--- config.mk ---
export PLATFORM = sky130hd
export DESIGN_NAME = lpm_sequencer
export DESIGN_NICKNAME = d
export VERILOG_FILES = /design/src/rtl/lpm_pkg.sv /design/src/rtl/lpm_subtick.sv /design/src/rtl/lpm_stab_timer.sv /design/src/rtl/lpm_mode_fsm.sv /design/src/rtl/lpm_sequencer.sv
export SDC_FILE = /design/constraint.sdc
export NUM_CORES = 1
export LEC_CHECK = 0
export ABC_AREA = 1
export CORE_MARGIN = 8
export CORE_UTILIZATION = 51
export DETAILED_ROUTE_END_ITERATION = 7
export GPL_ROUTABILITY_DRIVEN = 0
export PLACE_DENSITY = 0.77
export SLEW_MARGIN = 20
export SYNTH_ARGS = -nofsm -noshare
export SYNTH_HDL_FRONTEND = slang
export SYNTH_HIERARCHICAL = 1
export SYNTH_SLANG_ARGS = --single-unit
--- constraint.sdc ---
create_clock -name clk -period 2.3 [get_ports clk]
set_clock_uncertainty 0.2 [all_clocks]
set_input_delay 0.46 -clock clk [delete_from_list [all_inputs] [get_ports clk]]
set_output_delay 0.46 -clock clk [all_outputs]
set_load 0.05 [all_outputs]
--- src/rtl/lpm_pkg.sv ---
package lpm_pkg;

  typedef enum logic [1:0] {
    MODE_ACT   = 2'b00,
    MODE_SUB   = 2'b01,
    MODE_WATCH = 2'b10,
    MODE_STOP  = 2'b11
  } mode_e;

  typedef enum logic [2:0] {
    ST_ACT,
    ST_SUB,
    ST_WATCH,
    ST_STOP,
    ST_WSYNC,   // external wake: aligning to subclock
    ST_WSTAB    // settling count before clock restore
  } state_e;

  typedef struct packed {
    logic  main_en;
    logic  sub_en;
    logic  cpu_en;
    logic  tmra_en;
    logic  busy;
    mode_e mode;
  } outs_t;

  function automatic outs_t decode_outs(state_e st, logic cancel,
                                        logic tgt_act, logic sub_off);
    outs_t o;
    o.main_en = 1'b0;
    o.sub_en  = 1'b1;
    o.cpu_en  = 1'b0;
    o.tmra_en = 1'b0;
    o.busy    = 1'b0;
    o.mode    = MODE_ACT;
    case (st)
      ST_SUB: begin
        o.cpu_en  = 1'b1;
        o.tmra_en = 1'b1;
        o.mode    = MODE_SUB;
      end
      ST_WATCH: begin
        o.tmra_en = 1'b1;
        o.mode    = MODE_WATCH;
      end
      ST_WSYNC, ST_WSTAB: begin
        o.tmra_en = 1'b1;
        o.main_en = tgt_act;
        o.busy    = 1'b1;
        o.mode    = MODE_WATCH;
      end
      ST_STOP: begin
        o.sub_en  = ~sub_off;
        o.main_en = cancel;
        o.busy    = cancel;
        o.mode    = MODE_STOP;
      end
      default: begin
        o.main_en = 1'b1;
        o.cpu_en  = 1'b1;
        o.tmra_en = 1'b1;
        o.mode    = MODE_ACT;
      end
    endcase
    return o;
  endfunction

endpackage

--- src/rtl/lpm_subtick.sv ---
module lpm_subtick #(
  parameter int PERIOD = 32
) (
  input  logic clk,
  input  logic rst,
  output logic tick
);
  localparam int W = (PERIOD > 2) ? $clog2(PERIOD) : 1;
  localparam logic [W-1:0] LAST = W'(PERIOD - 1);

  logic [W-1:0] phase_q;

  always_ff @(posedge clk) begin
    if (rst || phase_q == LAST) phase_q <= '0;
    else                        phase_q <= phase_q + 1'b1;
  end

  assign tick = (phase_q == LAST);
endmodule

--- src/rtl/lpm_stab_timer.sv ---
module lpm_stab_timer #(
  parameter int LIMIT = 16
) (
  input  logic clk,
  input  logic rst,
  input  logic run,
  output logic last
);
  localparam int W = $clog2(LIMIT + 1);
  localparam logic [W-1:0] END_VAL = W'(LIMIT - 1);

  logic [W-1:0] cnt_q;

  always_ff @(posedge clk) begin
    if (rst || !run || last) cnt_q <= '0;
    else                     cnt_q <= cnt_q + 1'b1;
  end

  assign last = run && (cnt_q == END_VAL);
endmodule

--- src/rtl/lpm_mode_fsm.sv ---
module lpm_mode_fsm
  import lpm_pkg::*;
(
  input  logic   clk,
  input  logic   rst,
  input  logic   stop_op,
  input  logic   sby_op,
  input  logic   tmr_sel,
  input  logic   lowspd_sel,
  input  logic   stop_cancel,
  input  logic   tmra_wake,
  input  logic   ext_wake,
  input  logic   sub_tick,
  input  logic   stab_last,
  output logic   stab_run,
  output state_e state_d,
  output logic   tgt_d
);
  state_e state_q;
  logic   tgt_q;
  logic   seen_q, seen_d;

  always_comb begin
    state_d = state_q;
    tgt_d   = tgt_q;
    seen_d  = seen_q;
    case (state_q)
      ST_ACT: begin
        if (stop_op) state_d = tmr_sel ? ST_WATCH : ST_STOP;
      end
      ST_SUB: begin
        if (stop_op || sby_op) state_d = ST_WATCH;
      end
      ST_WATCH: begin
        if (tmra_wake) begin
          state_d = ST_WSTAB;
          tgt_d   = ~lowspd_sel;
        end else if (ext_wake) begin
          state_d = ST_WSYNC;
          tgt_d   = ~lowspd_sel;
          seen_d  = 1'b0;
        end
      end
      ST_WSYNC: begin
        if (sub_tick) begin
          if (seen_q) state_d = ST_WSTAB;
          seen_d = 1'b1;
        end
      end
      ST_WSTAB: begin
        if (stab_last) state_d = tgt_q ? ST_ACT : ST_SUB;
      end
      ST_STOP: begin
        if (stab_last) state_d = ST_ACT;
      end
      default: state_d = ST_ACT;
    endcase
  end

  assign stab_run = (state_q == ST_WSTAB) || (state_q == ST_STOP && stop_cancel);

  always_ff @(posedge clk) begin
    if (rst) begin
      state_q <= ST_ACT;
      tgt_q   <= 1'b1;
      seen_q  <= 1'b0;
    end else begin
      state_q <= state_d;
      tgt_q   <= tgt_d;
      seen_q  <= seen_d;
    end
  end
endmodule

--- src/rtl/lpm_sequencer.sv ---
module lpm_sequencer
  import lpm_pkg::*;
#(
  parameter int STAB_CYC   = 16,
  parameter int SUB_PERIOD = 32
) (
  input  logic       clk,
  input  logic       rst,
  input  logic       stop_op,
  input  logic       sby_op,
  input  logic       tmr_sel,
  input  logic       lowspd_sel,
  input  logic       subosc_off_sel,
  input  logic       stop_cancel,
  input  logic       tmra_wake,
  input  logic       ext_wake,
  output logic       main_osc_en,
  output logic       sub_osc_en,
  output logic       cpu_clk_en,
  output logic       tmra_clk_en,
  output logic [1:0] mode,
  output logic       stab_busy
);
  logic   sub_tick, stab_run, stab_last, tgt_d;
  state_e state_d;
  outs_t  outs_q;

  lpm_subtick #(.PERIOD(SUB_PERIOD)) u_subtick (
    .clk (clk),
    .rst (rst),
    .tick(sub_tick)
  );

  lpm_stab_timer #(.LIMIT(STAB_CYC)) u_stab (
    .clk (clk),
    .rst (rst),
    .run (stab_run),
    .last(stab_last)
  );

  lpm_mode_fsm u_fsm (
    .clk        (clk),
    .rst        (rst),
    .stop_op    (stop_op),
    .sby_op     (sby_op),
    .tmr_sel    (tmr_sel),
    .lowspd_sel (lowspd_sel),
    .stop_cancel(stop_cancel),
    .tmra_wake  (tmra_wake),
    .ext_wake   (ext_wake),
    .sub_tick   (sub_tick),
    .stab_last  (stab_last),
    .stab_run   (stab_run),
    .state_d    (state_d),
    .tgt_d      (tgt_d)
  );

  // Outputs registered from the next state so they line up with it.
  always_ff @(posedge clk) begin
    if (rst) begin
      outs_q.main_en <= 1'b1;
      outs_q.sub_en  <= 1'b1;
      outs_q.cpu_en  <= 1'b0;
      outs_q.tmra_en <= 1'b0;
      outs_q.busy    <= 1'b0;
      outs_q.mode    <= MODE_ACT;
    end else begin
      outs_q <= decode_outs(state_d, stop_cancel, tgt_d, subosc_off_sel);
    end
  end

  assign main_osc_en = outs_q.main_en;
  assign sub_osc_en  = outs_q.sub_en;
  assign cpu_clk_en  = outs_q.cpu_en;
  assign tmra_clk_en = outs_q.tmra_en;
  assign mode        = outs_q.mode;
  assign stab_busy   = outs_q.busy;
endmodule

Yosys cells after proc, flatten, opt, wreduce, memory -nomap -nowiden

Index checks and enable logic that the tools add are counted.

Register bits after elaboration: 22
Logic and storage cells: 70
Input bits: 10

Multiplexer cells: 23
Equality and inequality tests: 15
Bitwise operators: 3
Reductions and logical operators: 16
$add $sub $neg: 2

Operator list:

| operator                                                        | count |
|---|---|
| 3-bit 2-to-1 mux                                                | 8 |
| 3-bit one-hot mux with 6 select lines                           | 1 |
| 3-bit by 2-bit == test with 1-bit output, second input constant | 4 |
| 3-bit == test, second input constant                            | 4 |
| 5-bit by 1-bit adder with 5-bit output, second input constant   | 2 |
| 1-bit 2-to-1 mux                                                | 10 |
| 3-bit by 1-bit == test with 1-bit output, second input constant | 2 |
| 2-bit != test, second input constant                            | 3 |
| 2-bit one-hot mux with 3 select lines                           | 1 |
| 2-bit OR reduction                                              | 3 |
| 5-bit by 4-bit == test with 1-bit output, second input constant | 1 |
| 5-bit == test, second input constant                            | 1 |
| 1-bit logical OR                                                | 5 |
| 1-bit one-hot mux with 2 select lines                           | 2 |
| 4-bit AND reduction                                             | 1 |
| 4-bit OR reduction                                              | 1 |
| 3-bit zero test                                                 | 1 |
| 1-bit inverter                                                  | 3 |
| 1-bit one-hot mux with 3 select lines                           | 1 |
| 3-bit OR reduction                                              | 1 |
| 1-bit logical AND                                               | 2 |
| 2-bit nonzero test                                              | 1 |
| 1-bit zero test                                                 | 1 |

Logic depth before layout (Yosys ltp)

Gate-level depths: netlist of run 1.

Word-level depth: 9
Depth in mapped cells: 16
Mapped depth without buffers: 16

Cells and area by module

The synthesis of run 1 kept the hierarchy.

By module, submodules not included:

| module         | area each (sq um) | cells each | seq. area each (sq um) | times used |
|---|---|---|---|---|
| lpm_mode_fsm   | 386.6             | 64         | 100.1                  | 1 |
| lpm_sequencer  | 234.0             | 28         | 140.1                  | 1 |
| lpm_stab_timer | 221.5             | 29         | 100.1                  | 1 |
| lpm_subtick    | 202.7             | 23         | 100.1                  | 1 |

Worst setup path before layout of run 1

OpenSTA, ideal clock, no wires.

Path kind: register -> register
Start point: register u_stab.cnt_q[0]
End point: register outs_q (netlist bit main_osc_en)
Arrival time: 1.623 ns
Cell stages (with the launch flop): 16
Path slack: 0.355 ns
Library setup time: 0.121 ns
Data required time: 1.979 ns
Cell sequence: dfxtp_1 -> ha_1 -> nand2_1 -> nor2_1 -> ha_1 -> nand2_1 -> inv_1 -> inv_1 -> nand3_1 -> nand2_1 -> nor2_1 -> inv_1 -> inv_2 -> nand2_2 -> nand3_1 -> nand3_1

Cells in the longest elaborated chain, start to end: 7
Elaborated cells on any way between the ends: 13
Classes of those cells: eq/ne (6); mux (4); reduce/logical (3)

RTL lines:

| what                                       | RTL line                               | RTL |
|---|---|---|
| start, declared                            | lpm_stab_timer.sv:12                   | `logic [W-1:0] cnt_q;` |
| start signal, assigned                     | lpm_stab_timer.sv:16                   | `else cnt_q <= cnt_q + 1'b1;` |
| 5-bit by 4-bit == test with 1-bit output * | lpm_stab_timer.sv:19                   | `assign last = run && (cnt_q == END_VAL);` |
| 1-bit logical AND *                        | lpm_stab_timer.sv:19                   |  |
| via stab_last                              | lpm_sequencer.sv:24                    | `logic sub_tick, stab_run, stab_last, tgt_d;` |
| 3-bit 2-to-1 mux (on tied branches)        | lpm_mode_fsm.sv:54, lpm_mode_fsm.sv:51 |  |
| 3-bit one-hot mux with 6 select lines *    | lpm_mode_fsm.sv:27                     | `case (state_q)` |
| via state_d[1]                             | lpm_sequencer.sv:25                    | `state_e state_d;` |
| 3-bit == test (tied with other cells)      | lpm_pkg.sv:37                          | `case (st)` |
| 2-bit OR reduction (on tied branches)      | --                                     |  |
| 1-bit one-hot mux with 3 select lines *    | lpm_pkg.sv:37                          |  |
| end signal, assigned                       | lpm_sequencer.sv:68                    | `outs_q <= decode_outs(state_d, stop_cancel, tgt_d, subosc_off_sel);` |
| end, declared                              | lpm_sequencer.sv:26                    | `outs_t outs_q;` |

The timed path passes the listed nets; every way through them passes the cells marked *.
A chain may end at the register's enable or synchronous reset.

Worst setup path in the final report of run 1

Start point: register outs_q (netlist bit main_osc_en)
End point: output port main_osc_en

RTL lines:

| what          | RTL line            | RTL |
|---|---|---|
| end, declared | lpm_sequencer.sv:17 | `output logic main_osc_en,` |

No word-level cell between the ends.

==> results.sh, run 1 <==
export IMPL_end_kind="primary output"
export IMPL_num_antenna_cells=0
export IMPL_hold_depth=1
export IMPL_slowest_delay_ns=0.80
export IMPL_synth_simple_area_share_pct=38.56
export IMPL_final_cells=195
export IMPL_clk_pin_slew_ns=0.13
export IMPL_final_area_mm2=0.001320
export IMPL_synth_mux_area_fraction_pct=0
export IMPL_synth_avg_cell_area_um2=7.255
export IMPL_path_cells="clkdlybuf4s50_1"
export IMPL_h_tree_depth=1
export IMPL_reg2reg_from="u_stab/cnt_q[0]"
export IMPL_required_ns=1.64
export IMPL_yosysSeqAreaShare_pct=42.16
export IMPL_p_leak_uw=0.0006391
export IMPL_dpl_cell_area_mm2=0.001265
export IMPL_cap_violations=0
export IMPL_nFillCells=181
export IMPL_cp_slowest_cell="clkdlybuf4s50_1"
export IMPL_layout_nets=183
export IMPL_layout_drive_gt1_share_pct=17.86
export IMPL_start_util_pct=53.80
export IMPL_outcome="complete, no violations"
export IMPL_worstSkewPairLatency_ns=0.30
export IMPL_worstSetupPathType="reg2out"
export IMPL_grt_first_pass_wirelength_um=3387
export IMPL_ys_seq_elements=22
export IMPL_synth_xor_area_share_pct=0
export IMPL_min_path_type="reg2reg"
export IMPL_worst_path_buf_inv=1
export IMPL_wire_per_inst_um=10.36
export IMPL_cts_tree="built"
export IMPL_drt_total_wl_um=2020
export IMPL_syn_area_mm2=0.001045
export IMPL_drc=0
export IMPL_worstHoldStart="u_stab/cnt_q[0]"
export IMPL_fmax_ghz=0.4767
export IMPL_period_share_pct=91.21
export IMPL_maxSlewViolCount=0
export IMPL_setup_viol=0
export IMPL_worstRegToRegCells=15
export IMPL_critPathMaxFanout=1
export IMPL_syn_to_final_growth_pct=26.35
export IMPL_grtUsageTotal_pct=11.75
export IMPL_yosys_warnings=6
export IMPL_synth_compound_area_share_pct=3.713
export IMPL_cts_buffers=3
export IMPL_drt_pass1_iter_count=4
export IMPL_cts_root_buf="clkbuf_4"
export IMPL_synth_top_family_by_area="simple AND/OR/NAND/NOR gates"
export IMPL_grt_max_degree=14
export IMPL_dp_hpwl_um=1650
export IMPL_crit_path_start_kind="register"
export IMPL_ios=17
export IMPL_p_per_area_mw_per_mm2=984.5
export IMPL_clkSinkCount=22
export IMPL_rows=16
export IMPL_whs_endpoint="u_stab/cnt_q[0]"
export IMPL_tightest_slew_ns=0.5062
export IMPL_grt_overflow_total=0
export IMPL_hold_viol_final=0
export IMPL_drt_iter0_drc=29
export IMPL_syn_nets=158
export IMPL_io_buffers=16
export IMPL_period_minus_slack_ns=2.098
export IMPL_cts_buffer_depth=2
export IMPL_dpl_cell_count=191
export IMPL_ant_nets=0
export IMPL_design_die_area_mm2=0.003753
export IMPL_cts_resized=0
export IMPL_ctsHoldBuffers=0
export IMPL_fp_dieW_um=61.26
export IMPL_synthCells=144
export IMPL_hold_ws_ns=0.2319
export IMPL_cts_setup_buffers=0
export IMPL_rsz0062_at_grt="no"
export IMPL_ff2ff_setup_slack_ns=0.25
export IMPL_core_area_mm2=0.001942
export IMPL_fin_tns_setup_ns=0
export IMPL_worstPathArrival_ns=1.44
export IMPL_vias=938
export IMPL_synth_adder_area_share_pct=4.790
export IMPL_vias_per_cell=4.810
export IMPL_r2r_end="main_osc_en"
export IMPL_slew_headroom_pct=66.15
export IMPL_antenna_found_initial=0
export IMPL_vdd_ir_drop_max_v=0.0005961
export IMPL_critPathTopFamily="buffers and inverters"
export IMPL_fp_dieH_um=61.26
export IMPL_yosysUniqueCellTypes=22
export IMPL_grt_pass1_vias=849
## worst max path at each step
stage               startpoint     endpoint  slack, ns  cells past startpoint
2_1_floorplan  u_stab/cnt_q[0]  main_osc_en       0.36                     15
3_3_place_gp       stop_cancel   sub_osc_en       0.02                     14
3_5_place_dp       stop_cancel  main_osc_en      -0.03                     13
4_1_cts        u_stab/cnt_q[0]  main_osc_en       0.18                     15
5_1_grt        u_stab/cnt_q[0]    stab_busy      0.003                     15
6_report           main_osc_en  main_osc_en       0.20                      1
## synthesized netlist by cell type
cell type / number / area share [%]
nor2_2: 2 / 1.2
buf_6: 1 / 1.1
nand2_2: 3 / 1.8
or2_4: 1 / 0.84
inv_2: 5 / 1.8
inv_1: 22 / 7.9
nand4_1: 3 / 1.8
dfxtp_1: 22 / 42
nand3b_1: 1 / 0.72
ha_1: 4 / 4.8
nor2_1: 27 / 9.7
nand3_2: 2 / 1.9
nor2_4: 1 / 1.1
nor3_1: 1 / 0.48
o211ai_1: 2 / 1.4
a31o_2: 1 / 0.84
o21ai_1: 1 / 0.48
nand3_1: 13 / 6.2
nand2_1: 27 / 9.7
nor3b_2: 1 / 1.2
a21oi_1: 2 / 0.96
nor3_2: 2 / 1.9
## through the flow
step           total power (µW)  utilization, %  setup slack, ns
2_1_floorplan             859.7               -           0.3552
6_report                   1300           67.98           0.2023
3_5_place_dp               1017           65.14         -0.02622
4_1_cts                    1308           67.85           0.1761
5_1_grt                    1383           67.98         0.002933
3_3_place_gp              999.6           65.14          0.01602
## registers in the layout (all words and copies together) (netlist names)
register,count
tmra_clk_en,1
stab_busy,1
u_fsm/state_q,3
sub_osc_en,1
mode,2
u_fsm/tgt_q,1
main_osc_en,1
u_subtick/phase_q,5
u_stab/cnt_q,5
cpu_clk_en,1
u_fsm/seen_q,1
## kinds of logic (layout without fill, tap and decap cells)
logic type                 after synthesis  in the layout
AOI/OAI and AO/OA                        6              6
DFF                                     22             22
adders and majority gates                4              4
and+or+nand+nor                         84             84
buffers and inverters                   28             52
## layer usage
metal / track usage [%] / wire length [µm] / part of all wire, %
met2: 21.64 / 1035 / 51
met4: 3.322 / 12 / 0.59
met3: 3.549 / 92 / 4.6
met1: 12.46 / 880 / 44
met5: 0 / 0 / 0
## final cells by class
cell class / count / area, µm² / share of cell area [%]
Multi-Input combinational cell: 94 / 491.7 / 37.25
Timing Repair Buffer: 21 / 197.7 / 14.98
Tap cell: 27 / 33.78 / 2.559
Sequential cell: 22 / 442.9 / 33.55
Clock buffer: 3 / 22.52 / 1.706
Clock inverter: 1 / 30.03 / 2.275
Inverter: 27 / 101.3 / 7.678
## layout by cell type, fill, tap and decap left out, types with 3 or more instances in the layout
master and count:
buf_4 5, ha_1 4, inv_1 21, nand4_1 3, nand2_2 3, dfxtp_1 20, nor2_1 27, clkbuf_4 3
nand2_1 27, inv_2 6, nand3_1 13, clkdlybuf4s50_1 16
## report_power, final
part	total, µW	internal, µW	switching, µW
sequential	480	442	38.8
combinational	528	186	342
clock	291	176	115
No activity file was read; power rests on OpenSTA's default activity.
==> run 2, diff against run 1 <==
--- a/config.mk
+++ b/config.mk
@@ -5,7 +5,6 @@
 export SDC_FILE = /design/constraint.sdc
 export NUM_CORES = 1
 export LEC_CHECK = 0
-export ABC_AREA = 1
 export CORE_MARGIN = 8
 export CORE_UTILIZATION = 51
 export DETAILED_ROUTE_END_ITERATION = 7
==> results.sh, run 2 <==
export IMPL_outcome="complete, no violations"
export IMPL_seqPwrFrac_pct=39.9
export IMPL_core_area_mm2=0.001922
export IMPL_worst_path_buf_inv=1
export IMPL_grtUsageTotal_pct=12.70
export IMPL_drt_total_wl_um=2113
export IMPL_fmax_ghz=0.4428
export IMPL_synthCells=105
export IMPL_nFillCells=153
export IMPL_yosysSeqAreaShare_pct=43.46
export IMPL_syn_to_final_growth_pct=38.15
export IMPL_yosys_top_cells_area="dfxtp_1 43%, ha_1 4.9%, nor3b_1 4.4%"
export IMPL_io_buffers=16
export IMPL_dp_hpwl_um=1697
export IMPL_p_leak_uw=0.0005654
export IMPL_async_reset_ff_share_pct=0
export IMPL_worstSetupPathType="reg2reg"
export IMPL_setup_viol=0
export IMPL_drc=0
export IMPL_start_util_pct=52.73
export IMPL_fin_ws_ns=0.04155
export IMPL_switching_share_pct=30.69
export IMPL_synth_largest_area_cell="dfxtp_1"
export IMPL_grt_max_degree=14
export IMPL_crit_start="u_stab/cnt_q[0]"
export IMPL_period_share_pct=98.19
export IMPL_fp_dieW_um=60.58
export IMPL_final_cell_mix="21 x dfxtp_1, 16 x clkdlybuf4s50_1, 16 x buf_4"
export IMPL_synth_most_common_cell="dfxtp_1"
export IMPL_fp_dieH_um=60.58
export IMPL_endpoint="stab_busy"
export IMPL_wire_per_inst_um=12.65
export IMPL_tightest_slew_ns=0.5134
export IMPL_drt_iter0_drc=16
export IMPL_num_antenna_cells=0
export IMPL_cap_violations=0
export IMPL_vias=898
export IMPL_layout_nets=155
export IMPL_reg2reg_from="u_stab/cnt_q[0]"
export IMPL_cts_tree="built"
export IMPL_switchingPower_uw=333.1
export IMPL_clkSinkCount=22
export IMPL_place_ws_ns=-0.2849
export IMPL_vias_per_cell=5.377
export IMPL_h_tree_depth=1
export IMPL_end_kind="register"
export IMPL_largestRegisters="u_stab/cnt_q (5), u_subtick/phase_q (5), u_fsm/state_q (3)"
export IMPL_syn_nets=119
export IMPL_crit_cells=9
export IMPL_ff2ff_setup_slack_ns=0.04
export IMPL_required_ns=2.35
export IMPL_antenna_found_initial=0
export IMPL_worstPathArrival_ns=2.31
export IMPL_synth_main_ff_cell="dfxtp_1"
export IMPL_yosysUniqueCellTypes=42
export IMPL_ant_nets=0
export IMPL_cts_root_buf="clkbuf_4"
export IMPL_grt_pass1_vias=845
export IMPL_multi_input_area_um2=554.3
export IMPL_grt_overflow_total=0
export IMPL_dpl_cell_area_mm2=0.001326
export IMPL_ios=17
export IMPL_r2r_end="stab_busy"
export IMPL_layout_drive_gt1_share_pct=23.57
export IMPL_critPathMaxFanout=6
export IMPL_slowest_delay_ns=0.34
export IMPL_combPwrFrac_pct=32.8
export IMPL_yosys_warnings=6
export IMPL_final_common_cell="dfxtp_1"
export IMPL_hold_viol_final=0
export IMPL_clkPwrFrac_pct=27.2
export IMPL_design_die_area_mm2=0.003670
export IMPL_crit_path_start_kind="register"
export IMPL_synth_edf_count=0
export IMPL_syn_area_mm2=0.001013
export IMPL_utilization_pct=72.85
export IMPL_path_cells="ha_2 -> and3_1 -> ha_1 -> and2_4 -> or2b_1 -> a311oi_4 -> buf_6 -> nand4b_1 -> a21oi_1"
export IMPL_p_int_uw=752.2
export IMPL_slew_headroom_pct=65.67
export IMPL_critPathTopFamily="simple AND/OR/NAND/NOR gates"
export IMPL_area_sequential_um2=441.7
export IMPL_worstRegToRegCells=9
export IMPL_cts_buffer_depth=2
export IMPL_final_area_mm2=0.001400
export IMPL_clk_pin_slew_ns=0.12
export IMPL_finalPower_uw=1085
export IMPL_cp_slowest_cell="dfxtp_2"
export IMPL_cts_buffers=3
export IMPL_synth_avg_cell_area_um2=9.652
export IMPL_synth_top_area_share_pct=43.46
export IMPL_ys_seq_elements=22
export IMPL_worstSkewPairLatency_ns=0.31
export IMPL_min_path_type="reg2reg"
export IMPL_rows=16
export IMPL_p_per_area_mw_per_mm2=775.2
export IMPL_ctsHoldBuffers=0
export IMPL_maxSlewViolCount=0
export IMPL_grt_first_pass_wirelength_um=3498
export IMPL_vdd_ir_drop_max_v=0.0005380
export IMPL_drt_pass1_iter_count=4
export IMPL_period_minus_slack_ns=2.258
export IMPL_netlist_top_cells_count="22 x dfxtp_1, 8 x nor2_1, 7 x inv_1"
## run 2: final cells by class
class	count	share of cell area (%)
clock buffer	3	1.609
clock inverter	1	2.145
inverter	7	1.877
multi-input combinational	74	39.59
sequential	22	31.55
tap	27	2.413
timing repair buffer	33	20.82
## run 2: power groups by stage
stage               Combinational [µW]  Sequential [µW]  Clock (µW)
global route                       385              437         315
finish                             356              433         296
global placement                   335              441           0
detailed placement                 341              442           0
CTS                                343              434         300
floorplan                          136              525           0
## run 2: logic make-up after synthesis
| group | synth area share, % |
|---|---|
| AOI/OAI and AO/OA | 14.81 |
| xor gates and xnor gates | 2.593 |
| adders and majority gates | 4.938 |
| buffers and inverters | 4.445 |
| DFF | 43.46 |
| muxes | 2.592 |
| and+or+nand+nor | 27.16 |
## run 2: routing by layer
layer	routed length (µm)	up-vias	track usage (%)	share of wire [%]
li1	-	452	-	-
met1	880	428	13.62	42
met2	1122	13	22.62	53
met3	72	5	2.542	3.4
met4	39	0	6.977	1.8
met5	0	-	0	0
## run 2: timing repair
item	4_1_cts	5_1_grt
buffers inserted	0	1
pin swaps	2	1
resized for setup	2	4
setup endpoints to repair	5	4
## run 2: worst min-delay path by stage
stage                               startpoint                   end  cells after the start
after global placement    u_subtick/phase_q[0]  u_subtick/phase_q[0]                      1
final                     u_subtick/phase_q[0]  u_subtick/phase_q[0]                      1
after floorplan                u_stab/cnt_q[0]       u_stab/cnt_q[0]                      1
after detailed placement  u_subtick/phase_q[0]  u_subtick/phase_q[0]                      1
after global routing      u_subtick/phase_q[0]  u_subtick/phase_q[0]                      1
after CTS                 u_subtick/phase_q[0]  u_subtick/phase_q[0]                      1
## run 2: per-stage QoR
step	TNS, ns	hold WS (ns)	std cells
3_3_place_gp	-1.149	0.2698	162
6_report	0	0.2854	167
4_1_cts	0	0.2930	166
3_5_place_dp	-1.549	0.2753	162
2_1_floorplan	0	0.2176	105
5_1_grt	-0.03195	0.3001	167
==> run 3, diff against run 2 <==
--- a/config.mk
+++ b/config.mk
@@ -10,6 +10,7 @@
 export DETAILED_ROUTE_END_ITERATION = 7
 export GPL_ROUTABILITY_DRIVEN = 0
 export PLACE_DENSITY = 0.77
+export RECOVER_POWER = 100
 export SLEW_MARGIN = 20
 export SYNTH_ARGS = -nofsm -noshare
 export SYNTH_HDL_FRONTEND = slang
==> results.sh, run 3 (synthesis gave the netlist of run 2 again) <==
export IMPL_layout_drive_gt1_share_pct=21.43
export IMPL_core_area_mm2=0.001922
export IMPL_p_leak_uw=0.0005603
export IMPL_p_per_area_mw_per_mm2=773.8
export IMPL_outcome="complete, no violations"
export IMPL_final_area_mm2=0.001389
export IMPL_critPathTopFamily="simple AND/OR/NAND/NOR gates"
export IMPL_met2_usage_pct=22.62
export IMPL_area_sequential_um2=441.7
export IMPL_final_cells=167
export IMPL_start_util_pct=52.73
export IMPL_period_minus_slack_ns=2.255
export IMPL_vias=898
export IMPL_grt_use_met3_pct=2.542
export IMPL_path_cells="ha_2 -> and3_1 -> ha_1 -> and2_4 -> or2b_1 -> a311oi_4 -> buf_6 -> nand4b_1 -> a21oi_1"
export IMPL_grtUsageTotal_pct=12.70
export IMPL_cts_buffers=3
export IMPL_ios=17
export IMPL_crit_start="u_stab/cnt_q[0]"
export IMPL_cts_buffer_depth=2
export IMPL_cts_root_buf="clkbuf_4"
export IMPL_worstHoldStart="u_subtick/phase_q[0]"
export IMPL_maxSlewViolCount=0
export IMPL_utilization_pct=72.27
export IMPL_fmax_ghz=0.4434
export IMPL_num_antenna_cells=0
export IMPL_final_cell_mix="21 x dfxtp_1, 14 x buf_4, 9 x clkdlybuf4s50_1"
export IMPL_hold_viol_final=0
export IMPL_antenna_found_initial=0
export IMPL_min_path_type="reg2reg"
export IMPL_dpl_cell_area_mm2=0.001326
export IMPL_crit_path_start_kind="register"
export IMPL_cap_violations=0
export IMPL_drt_total_wl_um=2088
export IMPL_fp_dieH_um=60.58
export IMPL_nFillCells=156
export IMPL_slew_headroom_pct=65.15
export IMPL_end_kind="register"
export IMPL_drc=0
export IMPL_required_ns=2.35
export IMPL_dpl_cell_count=162
export IMPL_layout_nets=155
export IMPL_vias_per_cell=5.377
export IMPL_drt_pass1_iter_count=4
export IMPL_drt_iter0_drc=13
export IMPL_grt_pass1_vias=845
export IMPL_dp_hpwl_um=1697
export IMPL_worstPathArrival_ns=2.31
export IMPL_ctsHoldBuffers=0
export IMPL_h_tree_depth=1
export IMPL_slowest_delay_ns=0.34
export IMPL_worst_path_buf_inv=1
export IMPL_grt_first_pass_wirelength_um=3498
export IMPL_worstSkewPairLatency_ns=0.31
export IMPL_multi_input_area_um2=550.5
export IMPL_syn_to_final_growth_pct=37.04
export IMPL_clkSinkCount=22
export IMPL_fp_dieW_um=60.58
export IMPL_worstSetupPathType="reg2reg"
export IMPL_cts_tree="built"
export IMPL_clk_pin_slew_ns=0.12
export IMPL_final_common_cell="dfxtp_1"
export IMPL_hold_ws_ns=0.2891
export IMPL_use_met1_pct=13.62
export IMPL_tightest_slew_ns=0.5211
export IMPL_design_die_area_mm2=0.003670
export IMPL_cp_slowest_cell="dfxtp_2"
export IMPL_top_usage_layer="met2"
export IMPL_reg2reg_from="u_stab/cnt_q[0]"
export IMPL_grt_overflow_total=0
export IMPL_fin_tns_setup_ns=0
export IMPL_vdd_ir_drop_max_v=0.0005324
export IMPL_wire_per_inst_um=12.50
export IMPL_period_share_pct=98.06
export IMPL_ant_nets=0
export IMPL_setup_viol=0
export IMPL_rows=16
export IMPL_critPathMaxFanout=6
export IMPL_io_buffers=16
export IMPL_largestRegisters="u_stab/cnt_q (5), u_subtick/phase_q (5), u_fsm/state_q (3)"
export IMPL_grt_max_degree=14
[run 3: final cells by class]
type	instances	share of cell area, %
multi-input cells	74	39.64
clock inverters	1	2.162
well taps	27	2.432
repair buffers	33	20.45
flip-flops and latches	22	31.80
inverters	7	1.892
clock buffers	3	1.622
[run 3: layer usage]
| layer | up-vias | share of wire (%) |
|---|---|---|
| li1 | 452 | - |
| met1 | 420 | 40 |
| met2 | 21 | 54 |
| met3 | 5 | 4.4 |
| met4 | 0 | 1.9 |
| met5 | - | 0 |
[run 3: stage by stage]
step                setup WS, ns  total power [µW]
global route            -0.01999              1128
floorplan                0.02965             660.6
CTS                      0.01416              1076
global placement         -0.2116             775.4
detailed placement       -0.2849             783.6
finish                   0.04473              1075
[run 3: what timing repair did]
item | CTS | global route
endpoints found under the setup margin | 5 | 4
pin swaps | 2 | 1
buffers inserted | 0 | 1
gates resized for setup | 2 | 4
[run 3: final timing paths]
check             slack, ns  cells after the start                   end
hold reg to reg        0.29                      1  u_subtick/phase_q[0]
hold / removal         0.29                      1  u_subtick/phase_q[0]
setup / recovery       0.04                      9             stab_busy
setup reg to reg       0.04                      9             stab_busy
[run 3: power breakdown]
part	switching, µW	internal (µW)
combinational	198	150
clock	119	176
sequential	14.5	418
total	331	744
